[config.mk]
export PLATFORM = sky130hd
export DESIGN_NAME = pio_strobe_gen
export DESIGN_NICKNAME = d
export VERILOG_FILES = /design/src/rtl/pio_tmg_pkg.sv /design/src/rtl/pio_tword_decode.sv /design/src/rtl/pio_misc_decode.sv /design/src/rtl/pio_phase_seq.sv /design/src/rtl/pio_strobe_gen.sv
export SDC_FILE = /design/constraint.sdc
export NUM_CORES = 1
export LEC_CHECK = 0
export BUFFER_PORTS_ARGS = -buffer_cell sky130_fd_sc_hd__buf_2
export CAP_MARGIN = 10
export CORE_ASPECT_RATIO = 0.9
export CORE_UTILIZATION = 53
export CTS_CLUSTER_SIZE = 40
export DETAILED_ROUTE_END_ITERATION = 10
export HOLD_SLACK_MARGIN = 0.03
export PLACE_DENSITY_LB_ADDON = 0.12
export SLEW_MARGIN = 20
export SYNTH_ARGS = -nofsm -noshare
export SYNTH_HDL_FRONTEND = slang
export SYNTH_HIERARCHICAL = 1
export SYNTH_SLANG_ARGS = --single-unit
[constraint.sdc]
create_clock -name clk -period 2.3 [get_ports clk]
set_input_delay 0.115 -clock clk [delete_from_list [all_inputs] [get_ports clk]]
set_output_delay 0.115 -clock clk [all_outputs]
set_load 0.02 [all_outputs]
[src/rtl/pio_tmg_pkg.sv]
package pio_tmg_pkg;

  typedef enum logic [1:0] {
    PH_IDLE   = 2'd0,
    PH_SETUP  = 2'd1,
    PH_ACTIVE = 2'd2,
    PH_RECOV  = 2'd3
  } pio_phase_e;

endpackage

[src/rtl/pio_tword_decode.sv]
module pio_tword_decode #(
  parameter int FIELD_W = 4,
  parameter int CNT_W   = FIELD_W + 1
) (
  input  logic [2*FIELD_W-1:0] word,
  input  logic                 present,
  output logic [CNT_W-1:0]     act_len,
  output logic [CNT_W-1:0]     rec_len
);
  localparam int ACT_LSB = FIELD_W;
  localparam logic [CNT_W-1:0] ACT_BIAS = CNT_W'(1);
  localparam logic [CNT_W-1:0] REC_BIAS = CNT_W'(2);

  logic [CNT_W-1:0] act_raw;
  logic [CNT_W-1:0] rec_raw;

  always_comb begin
    act_raw = CNT_W'(word[ACT_LSB +: FIELD_W]) + ACT_BIAS;
    rec_raw = CNT_W'(word[0 +: FIELD_W]) + REC_BIAS;
    act_len = present ? act_raw : ACT_BIAS;
    rec_len = present ? rec_raw : REC_BIAS;
  end
endmodule

[src/rtl/pio_misc_decode.sv]
module pio_misc_decode #(
  parameter int MISC_W  = 8,
  parameter int SETUP_W = 2,
  parameter int DRDY_W  = 2,
  parameter int CNT_W   = 5
) (
  input  logic [MISC_W-1:0] misc,
  output logic [CNT_W-1:0]  setup_len,
  output logic              prefetch_en,
  output logic [DRDY_W:0]   drdy_clks
);
  localparam int PF_BIT    = 6;
  localparam int SETUP_LSB = 4;
  localparam int DRDY_LSB  = 1;
  localparam int DCLK_W    = DRDY_W + 1;

  logic unused_misc_bits;
  assign unused_misc_bits = ^{misc[MISC_W-1], misc[3], misc[0]};

  always_comb begin
    setup_len   = CNT_W'(misc[SETUP_LSB +: SETUP_W]) + CNT_W'(1);
    prefetch_en = misc[PF_BIT];
    drdy_clks   = DCLK_W'(misc[DRDY_LSB +: DRDY_W]) + DCLK_W'(2);
  end
endmodule

[src/rtl/pio_phase_seq.sv]
module pio_phase_seq
  import pio_tmg_pkg::*;
#(
  parameter int CNT_W = 5
) (
  input  logic             clk,
  input  logic             rst_n,
  input  logic             req_valid,
  output logic             req_ready,
  input  logic             req_drive,
  input  logic             req_write,
  input  logic [CNT_W-1:0] setup_len,
  input  logic [CNT_W-1:0] act_len,
  input  logic [CNT_W-1:0] rec_len,
  output logic             rd_strobe,
  output logic             wr_strobe,
  output logic             busy,
  output logic             done,
  output logic             cyc_drive
);
  localparam logic [CNT_W-1:0] ONE  = CNT_W'(1);
  localparam logic [CNT_W-1:0] ZERO = '0;

  pio_phase_e       phase;
  logic [CNT_W-1:0] cnt;
  logic [CNT_W-1:0] act_q;
  logic [CNT_W-1:0] rec_q;
  logic             wr_q;
  logic             drv_q;
  logic             done_q;
  logic             last;

  assign last = (cnt == ZERO);

  always_ff @(posedge clk or negedge rst_n) begin
    if (!rst_n) begin
      phase  <= PH_IDLE;
      cnt    <= ZERO;
      act_q  <= ONE;
      rec_q  <= CNT_W'(2);
      wr_q   <= 1'b0;
      drv_q  <= 1'b0;
      done_q <= 1'b0;
    end else begin
      done_q <= 1'b0;
      case (phase)
        PH_IDLE: begin
          if (req_valid) begin
            phase <= PH_SETUP;
            cnt   <= setup_len - ONE;
            act_q <= act_len;
            rec_q <= rec_len;
            wr_q  <= req_write;
            drv_q <= req_drive;
          end
        end
        PH_SETUP: begin
          if (last) begin
            phase <= PH_ACTIVE;
            cnt   <= act_q - ONE;
          end else begin
            cnt <= cnt - ONE;
          end
        end
        PH_ACTIVE: begin
          if (last) begin
            phase <= PH_RECOV;
            cnt   <= rec_q - ONE;
          end else begin
            cnt <= cnt - ONE;
          end
        end
        default: begin
          if (last) begin
            phase  <= PH_IDLE;
            done_q <= 1'b1;
          end else begin
            cnt <= cnt - ONE;
          end
        end
      endcase
    end
  end

  assign busy      = (phase != PH_IDLE);
  assign req_ready = (phase == PH_IDLE);
  assign rd_strobe = (phase == PH_ACTIVE) && !wr_q;
  assign wr_strobe = (phase == PH_ACTIVE) && wr_q;
  assign done      = done_q;
  assign cyc_drive = drv_q;

  assert_strobe_excl_R2: assert property (@(posedge clk) disable iff (!rst_n)
    !(rd_strobe && wr_strobe));

  assert_setup_first_R2: assert property (@(posedge clk) disable iff (!rst_n)
    ($rose(rd_strobe) || $rose(wr_strobe)) |-> ($past(phase) == PH_SETUP));

  assert_rec_min_R4: assert property (@(posedge clk) disable iff (!rst_n)
    (phase == PH_RECOV && $past(phase) != PH_RECOV) |=> (phase == PH_RECOV));

  assert_done_pulse_R6: assert property (@(posedge clk) disable iff (!rst_n)
    done |-> ($past(phase) == PH_RECOV && phase == PH_IDLE));

  assert_accept_R7: assert property (@(posedge clk) disable iff (!rst_n)
    (req_ready && req_valid) |=> (phase == PH_SETUP && busy));

  assert_snapshot_R8: assert property (@(posedge clk) disable iff (!rst_n)
    (phase != PH_IDLE && $past(phase) != PH_IDLE) |->
      ($stable(act_q) && $stable(rec_q) && $stable(wr_q) && $stable(drv_q)));
endmodule

[src/rtl/pio_strobe_gen.sv]
module pio_strobe_gen #(
  parameter int FIELD_W = 4,
  parameter int MISC_W  = 8,
  parameter int SETUP_W = 2,
  parameter int DRDY_W  = 2
) (
  input  logic                 clk,
  input  logic                 rst_n,
  input  logic [2*FIELD_W-1:0] rd_word_m,
  input  logic [2*FIELD_W-1:0] wr_word_m,
  input  logic [2*FIELD_W-1:0] rd_word_s,
  input  logic [2*FIELD_W-1:0] wr_word_s,
  input  logic [MISC_W-1:0]    misc_word,
  input  logic [1:0]           drive_present,
  input  logic                 req_valid,
  output logic                 req_ready,
  input  logic                 req_drive,
  input  logic                 req_write,
  output logic                 rd_strobe,
  output logic                 wr_strobe,
  output logic                 busy,
  output logic                 done,
  output logic                 cyc_drive,
  output logic                 prefetch_en,
  output logic [DRDY_W:0]      drdy_clks
);
  localparam int WORD_W  = 2 * FIELD_W;
  localparam int CNT_W   = FIELD_W + 1;
  localparam int NUM_DRV = 2;

  logic [WORD_W-1:0] rd_words [NUM_DRV];
  logic [WORD_W-1:0] wr_words [NUM_DRV];
  logic [CNT_W-1:0]  act_by_drv [NUM_DRV];
  logic [CNT_W-1:0]  rec_by_drv [NUM_DRV];
  logic [CNT_W-1:0]  setup_shared;
  logic [CNT_W-1:0]  setup_sel;

  assign rd_words[0] = rd_word_m;
  assign rd_words[1] = rd_word_s;
  assign wr_words[0] = wr_word_m;
  assign wr_words[1] = wr_word_s;

  for (genvar g = 0; g < NUM_DRV; g++) begin : g_drv
    logic [WORD_W-1:0] word_sel;
    assign word_sel = req_write ? wr_words[g] : rd_words[g];

    pio_tword_decode #(.FIELD_W(FIELD_W), .CNT_W(CNT_W)) u_dec (
      .word    (word_sel),
      .present (drive_present[g]),
      .act_len (act_by_drv[g]),
      .rec_len (rec_by_drv[g])
    );
  end

  pio_misc_decode #(
    .MISC_W(MISC_W), .SETUP_W(SETUP_W), .DRDY_W(DRDY_W), .CNT_W(CNT_W)
  ) u_misc (
    .misc        (misc_word),
    .setup_len   (setup_shared),
    .prefetch_en (prefetch_en),
    .drdy_clks   (drdy_clks)
  );

  assign setup_sel = drive_present[req_drive] ? setup_shared : CNT_W'(1);

  pio_phase_seq #(.CNT_W(CNT_W)) u_seq (
    .clk       (clk),
    .rst_n     (rst_n),
    .req_valid (req_valid),
    .req_ready (req_ready),
    .req_drive (req_drive),
    .req_write (req_write),
    .setup_len (setup_sel),
    .act_len   (act_by_drv[req_drive]),
    .rec_len   (rec_by_drv[req_drive]),
    .rd_strobe (rd_strobe),
    .wr_strobe (wr_strobe),
    .busy      (busy),
    .done      (done),
    .cyc_drive (cyc_drive)
  );
endmodule

# ---- Word level (Yosys, flattened, before mapping)
# Index checks and enable logic that the tools add are counted.
dict set report totals {
  input_bits 47
  output_inout_bits 10
  ff_bits 20
}
dict set report op_classes {
  magnitude_cmp 2
  eq_ne 6
  n_mux 27
  bitwise 1
  n_reduce_logical 11
  addsub 10
}
# cell count
set op_table {}
lappend op_table {{$mux 5} 15}
lappend op_table {{$sub 5x1->5 const B} 4}
lappend op_table {{$mux 8} 2}
lappend op_table {{$pmux 5 s3} 1}
lappend op_table {{$add 4x1->5 const B} 2}
lappend op_table {{$add 4x2->5 const B} 2}
lappend op_table {{$mux 2} 4}
lappend op_table {{$pmux 2 s3} 1}
lappend op_table {{$logic_not 5->1} 1}
lappend op_table {{$mux 1} 4}
lappend op_table {{$ne 2x1->1 const B} 2}
lappend op_table {{$ne 4x4->1 const B} 1}
lappend op_table {{$reduce_and 2->1} 2}
lappend op_table {{$reduce_and 4->1} 1}
lappend op_table {{$reduce_bool 2->1} 2}
lappend op_table {{$add 2x1->3 const B} 1}
lappend op_table {{$add 2x2->3 const B} 1}
lappend op_table {{$reduce_or 3->1} 1}
lappend op_table {{$eq 2x1->1 const B} 1}
lappend op_table {{$eq 2x2->1 const B} 1}
lappend op_table {{$ge 2x2->1 const B} 1}
lappend op_table {{$logic_and 1x1->1} 2}
lappend op_table {{$logic_not 2->1} 1}
lappend op_table {{$lt 1x2->1 const B} 1}
lappend op_table {{other kinds (3)} 3}

# ---- Depth between registers and ports, before layout
dict set report logic_depth {
  word_depth 6
  ltp_mapped 8
  depth_no_buf 8
}

# ---- By module
# Netlist, hierarchy kept.
# module seq_area_each_um2 area_per_inst_um2 cells_each instances
set modules_own_cells {}
lappend modules_own_cells {pio_phase_seq 503.0 1376.3 137 1}
lappend modules_own_cells {pio_strobe_gen 0.0 411.6 35 1}
lappend modules_own_cells {pio_tword_decode 0.0 131.4 18 2}
lappend modules_own_cells {pio_misc_decode 0.0 61.3 9 1}

# ---- Least setup slack after synthesis
# OpenSTA, ideal clock, no wires.
dict set report synth_timing {
  path_type {register to register}
  from {reg u_seq.phase[0]}
  to {reg u_seq.cnt[3]}
  setup_ns 0.129
  arrival_ns 1.850
  synth_period_minus_slack_ns 1.979
  stages_incl_launch_ff 9
  path_slack_ns 0.321
  path_buffers 1
  t_required_ns 2.171
  path_cell_list {dfrtp_1 inv_1 ha_1 buf_2 nand2b_1 o31ai_4 a211o_1 a221oi_1 nor3_2}
}
dict set report synth_via {
  elab_chain_cells 3
  elab_cells_between_ends 7
  classes_between {eq/ne (4); mux (1); reduce/logical (2)}
}
# item line_no
set synth_lines {}
lappend synth_lines {{start: declaration} pio_phase_seq.sv:24} ;# pio_phase_e phase;
lappend synth_lines {{start signal: assignment} pio_phase_seq.sv:37} ;# phase <= PH_IDLE;
lappend synth_lines {{start signal: assignment} pio_phase_seq.sv:49} ;# phase <= PH_SETUP;
lappend synth_lines {{start signal: assignment} pio_phase_seq.sv:59} ;# phase <= PH_ACTIVE;
lappend synth_lines {{$logic_not 2->1 *} -}
lappend synth_lines {{named net req_ready} pio_strobe_gen.sv:16} ;# output logic req_ready,
lappend synth_lines {{$ne 4x4->1 (no line) or $ne 2x2->1 (tied branches)} -}
lappend synth_lines {{$reduce_and 2->1 (no line)} -}
lappend synth_lines {{end signal: assignment} pio_phase_seq.sv:50} ;# cnt <= setup_len - ONE;
lappend synth_lines {{end signal: assignment} pio_phase_seq.sv:60} ;# cnt <= act_q - ONE;
lappend synth_lines {{end signal: assignment} pio_phase_seq.sv:62} ;# cnt <= cnt - ONE;
lappend synth_lines {{end: declaration} pio_phase_seq.sv:25} ;# logic [CNT_W-1:0] cnt;
# Mark *: on every way through the listed nets, which the timed path passes. The rest lies on a longest branch.
# A chain may end at the register's enable or synchronous reset.

# ---- Worst setup path in the final report
dict set report layout_timing {
  from {reg u_seq.cnt[0]}
  to {reg u_seq.cnt[3]}
}
dict set report layout_via {
  elab_chain_cells 3
  elab_cells_between_ends 8
  classes_between {add/sub (1); eq/ne (1); mux (4); reduce/logical (2)}
}
# item line_no
set layout_lines {}
lappend layout_lines {{$sub 5x1->5 or $logic_not 5->1 (tied branches)} -}
lappend layout_lines {{$mux 5 (tied with other cells)} pio_phase_seq.sv:74} ;# if (last) begin
lappend layout_lines {{$pmux 5 s3 or $reduce_and 2->1 (tied branches)} -}
# Parallel ways exist; a longest one is shown, timed or not. The select of a mux whose other input is x is not followed.

==> metrics.yaml <==
status:
  status: "complete, no violations"
min_path:
  hold_path_end: "prefetch_en"
  hp-class: "in2out"
  hold_depth: 0
  min_from: "misc_word[6]"
power:
  power_density_nw_per_um2: 996
  p_comb_share_pct: 60.4
  pwr-share-clk_pct: 11.1
  switching_share_pct: 43.2
  irDropWorstVdd_v: 0.000581
  total_power_uw: 2420
  netSwitchingPower_uw: 1040
  leakagePower_uw: 0.00122
  p_int_uw: 1380
  p_seq_share_pct: 28.5
yosys:
  avgSynthCellArea_sq_um: 9.73
  ys_ff_latch: 20
  yosysSeqAreaShare_pct: 23.8
  synth_cell_types: 51
  syn_area_sq_um: 2110
  ys_warn_count: 6
  syn_inst: 217
worst_setup_path:
  reg2reg_depth: 7
  end_kind: "register"
  r2r-end: "u_seq/cnt[3]"
  required_ps: 2490
  criticalPathCategory: "reg2reg"
  crit_arrival_ps: 2300
  r2r_start: "u_seq/cnt[0]"
  crit_fanout: 5
  regToRegSetupSlack_ps: 200
  worstSetupStartpointType: "register"
timing:
  clock_skew_ps: 7.95
  timing.final.max_slew_violations: 0
  fin_setup_tns_ps: 0
  rsz0062_at_grt: "false"
  hold_violations: 0
  finalCritPeriodShare_pct: 91.5
  setup_viol: 0
  fmax_mhz: 475
  fin_crit_ps: 2100
detailed_routing:
  wl_um: 4070
  wire_per_inst_um: 13.1
  dr.pass1.iters: 4
  drt_iter0_drc: 101
  via_count: 1690
  ant_nets: 0
  avgViaCountPerCell: 5.42
  drc: 0
layout:
  fin_util_pct: 64.7
  fin_nets: 328
  drive_above_1_share_pct: 45.5
  multi_input_area_sq_um: 1450
  final_cell_mix: "buf_2, mux2_2, dfrtp_1"
  ff_latch_area_sq_um: 503
  fillCellCount: 323
  final_common_cell: "buf_2"
  area_growth_pct: 15.0
  diodes: 0
die:
  die_w_um: 68.5
  coreArea_sq_um: 3760
  floorplan.die_area_sq_um: 4240
  num_rows: 21
  die_h_um: 61.9
  io_pins: 57
  start_util_pct: 56.2
global_routing:
  grt_pass1_vias: 1455
  grt_pass1_wl_um: 6730
  grt-ovfl-total: 0
  grt_max_degree: 21
  antenna_found_initial: 0
  grtUsageTotal_pct: 21.4
clocking:
  clkSlewWorstSetupHoldPaths_ps: 80
  cts_root_buf: "clkbuf_8"
  cts_htree_levels: 1
  numCtsBuffers: 3
  clock_path_buffers: 2
  cts.sinks: 20
  clock_latency_ps: 260
  cts_tree: "built"
  cts_setup_buffers: 0
placed_design:
  gp_congestion: 0.894
  port-buffer-count: 49
  dp_hpwl_um: 3280
run:
  maxCapViolations: 0
## sequential cells by signal, summed over array words and instances (netlist names)
signal,flops
u_seq/rec_q,5
u_seq/wr_q,1
u_seq/cnt,5
u_seq/cyc_drive,1
u_seq/act_q,5
u_seq/done,1
u_seq/phase,2
## synth_stat cells (all sizes together)
master	count	area, sq um
a2111oi	1	8.76
a211o	1	8.76
a211oi	1	7.51
a21o	1	7.51
a21oi	4	20.0
a221oi	2	17.5
a22oi	2	15.0
a2bb2oi	1	8.76
a31o	1	8.76
a31oi	2	12.5
and2	12	87.6
and2b	1	7.51
and4	3	26.3
buf	12	101
clkbuf	1	5.00
conb	1	3.75
dfrtp	18	450
dfstp	2	52.6
ha	14	175
inv	16	60.1
mux2	38	465
mux2i	4	40.0
nand2	15	61.3
nand2b	3	18.8
nand3	6	30.0
nor2	9	33.8
nor2b	3	18.8
nor3	7	45.0
nor3b	2	15.0
nor4	1	12.5
nor4b	1	23.8
o21ai	6	30.0
o221a	2	22.5
o22ai	5	31.3
o2bb2ai	1	8.76
o31a	1	8.76
o31ai	1	21.3
or2	1	6.26
or3	1	6.26
or4b	1	13.8
xnor2	4	35.0
xor2	9	78.8
## per-layer routing
layer / global-route usage, % / part of all wire [%]
met5: 0 / 0
met4: 2.98 / 0.42
met3: 3.83 / 5.2
met2: 33.8 / 44
met1: 31.3 / 50
## power by group through the flow
stage | combinational (uW) | sequential, uW | clock, uW
finish | 1460 | 690 | 268
global route | 1620 | 716 | 295
CTS | 1460 | 688 | 278
detailed placement | 1450 | 695 | 0
global placement | 1440 | 693 | 0
floorplan | 1150 | 658 | 0
## worst max-delay path: stages (launching register included)
cell      delay (ps)
dfrtp_1          430
inv_1             80
ha_1             220
or4b_4           540
o31ai_4          320
a211o_1          200
a221oi_1          80
nor3_2           170
## how the worst max path moves through the flow
stage                               from             end  slack [ps]
after floorplan           u_seq/phase[0]    u_seq/cnt[3]         320
after global placement         req_write  u_seq/rec_q[3]         230
after detailed placement       req_write  u_seq/rec_q[3]         200
after CTS                   u_seq/cnt[0]    u_seq/cnt[3]         220
after global routing        u_seq/cnt[0]    u_seq/cnt[3]         110
final                       u_seq/cnt[0]    u_seq/cnt[3]         200
## through the flow
step,area (sq um),worst slack [ps],cells,hold slack [ps]
2_1_floorplan,2120,321,218,-181
3_3_place_gp,2360,228,307,90.4
3_5_place_dp,2360,196,307,85.8
4_1_cts,2430,220,312,230
5_1_grt,2430,111,312,230
6_report,2430,196,312,230
## area by class of cell
| type | count | area share [%] |
|---|---|---|
| multi-input cells | 169 | 59.5 |
| clock buffers | 4 | 2.27 |
| well taps | 46 | 2.37 |
| flip-flops and latches | 20 | 20.7 |
| inverters | 16 | 2.47 |
| repair buffers | 57 | 12.7 |
## logic make-up (layout without fill, tap and decap cells)
family | count (synthesis) | after routing | share of synthesized area [%]
AO/OA/AOI/OAI | 32 | 32 | 11.3
AND/OR/NAND/NOR | 66 | 66 | 19.3
buffers and inverters | 29 | 77 | 7.88
XOR/XNOR | 13 | 13 | 5.39
flip-flops | 20 | 20 | 23.8
other | 1 | 2 | 0.178
adder cells (fa/ha/maj) | 14 | 14 | 8.29
multiplexers | 42 | 42 | 23.9
## timing repair
item,4_1_cts,5_1_grt
hold buffers,1,0
setup endpoints to repair,0,0
resized for setup,0,0
hold endpoints to repair,18,0
(Power assumes the default switching activity.)
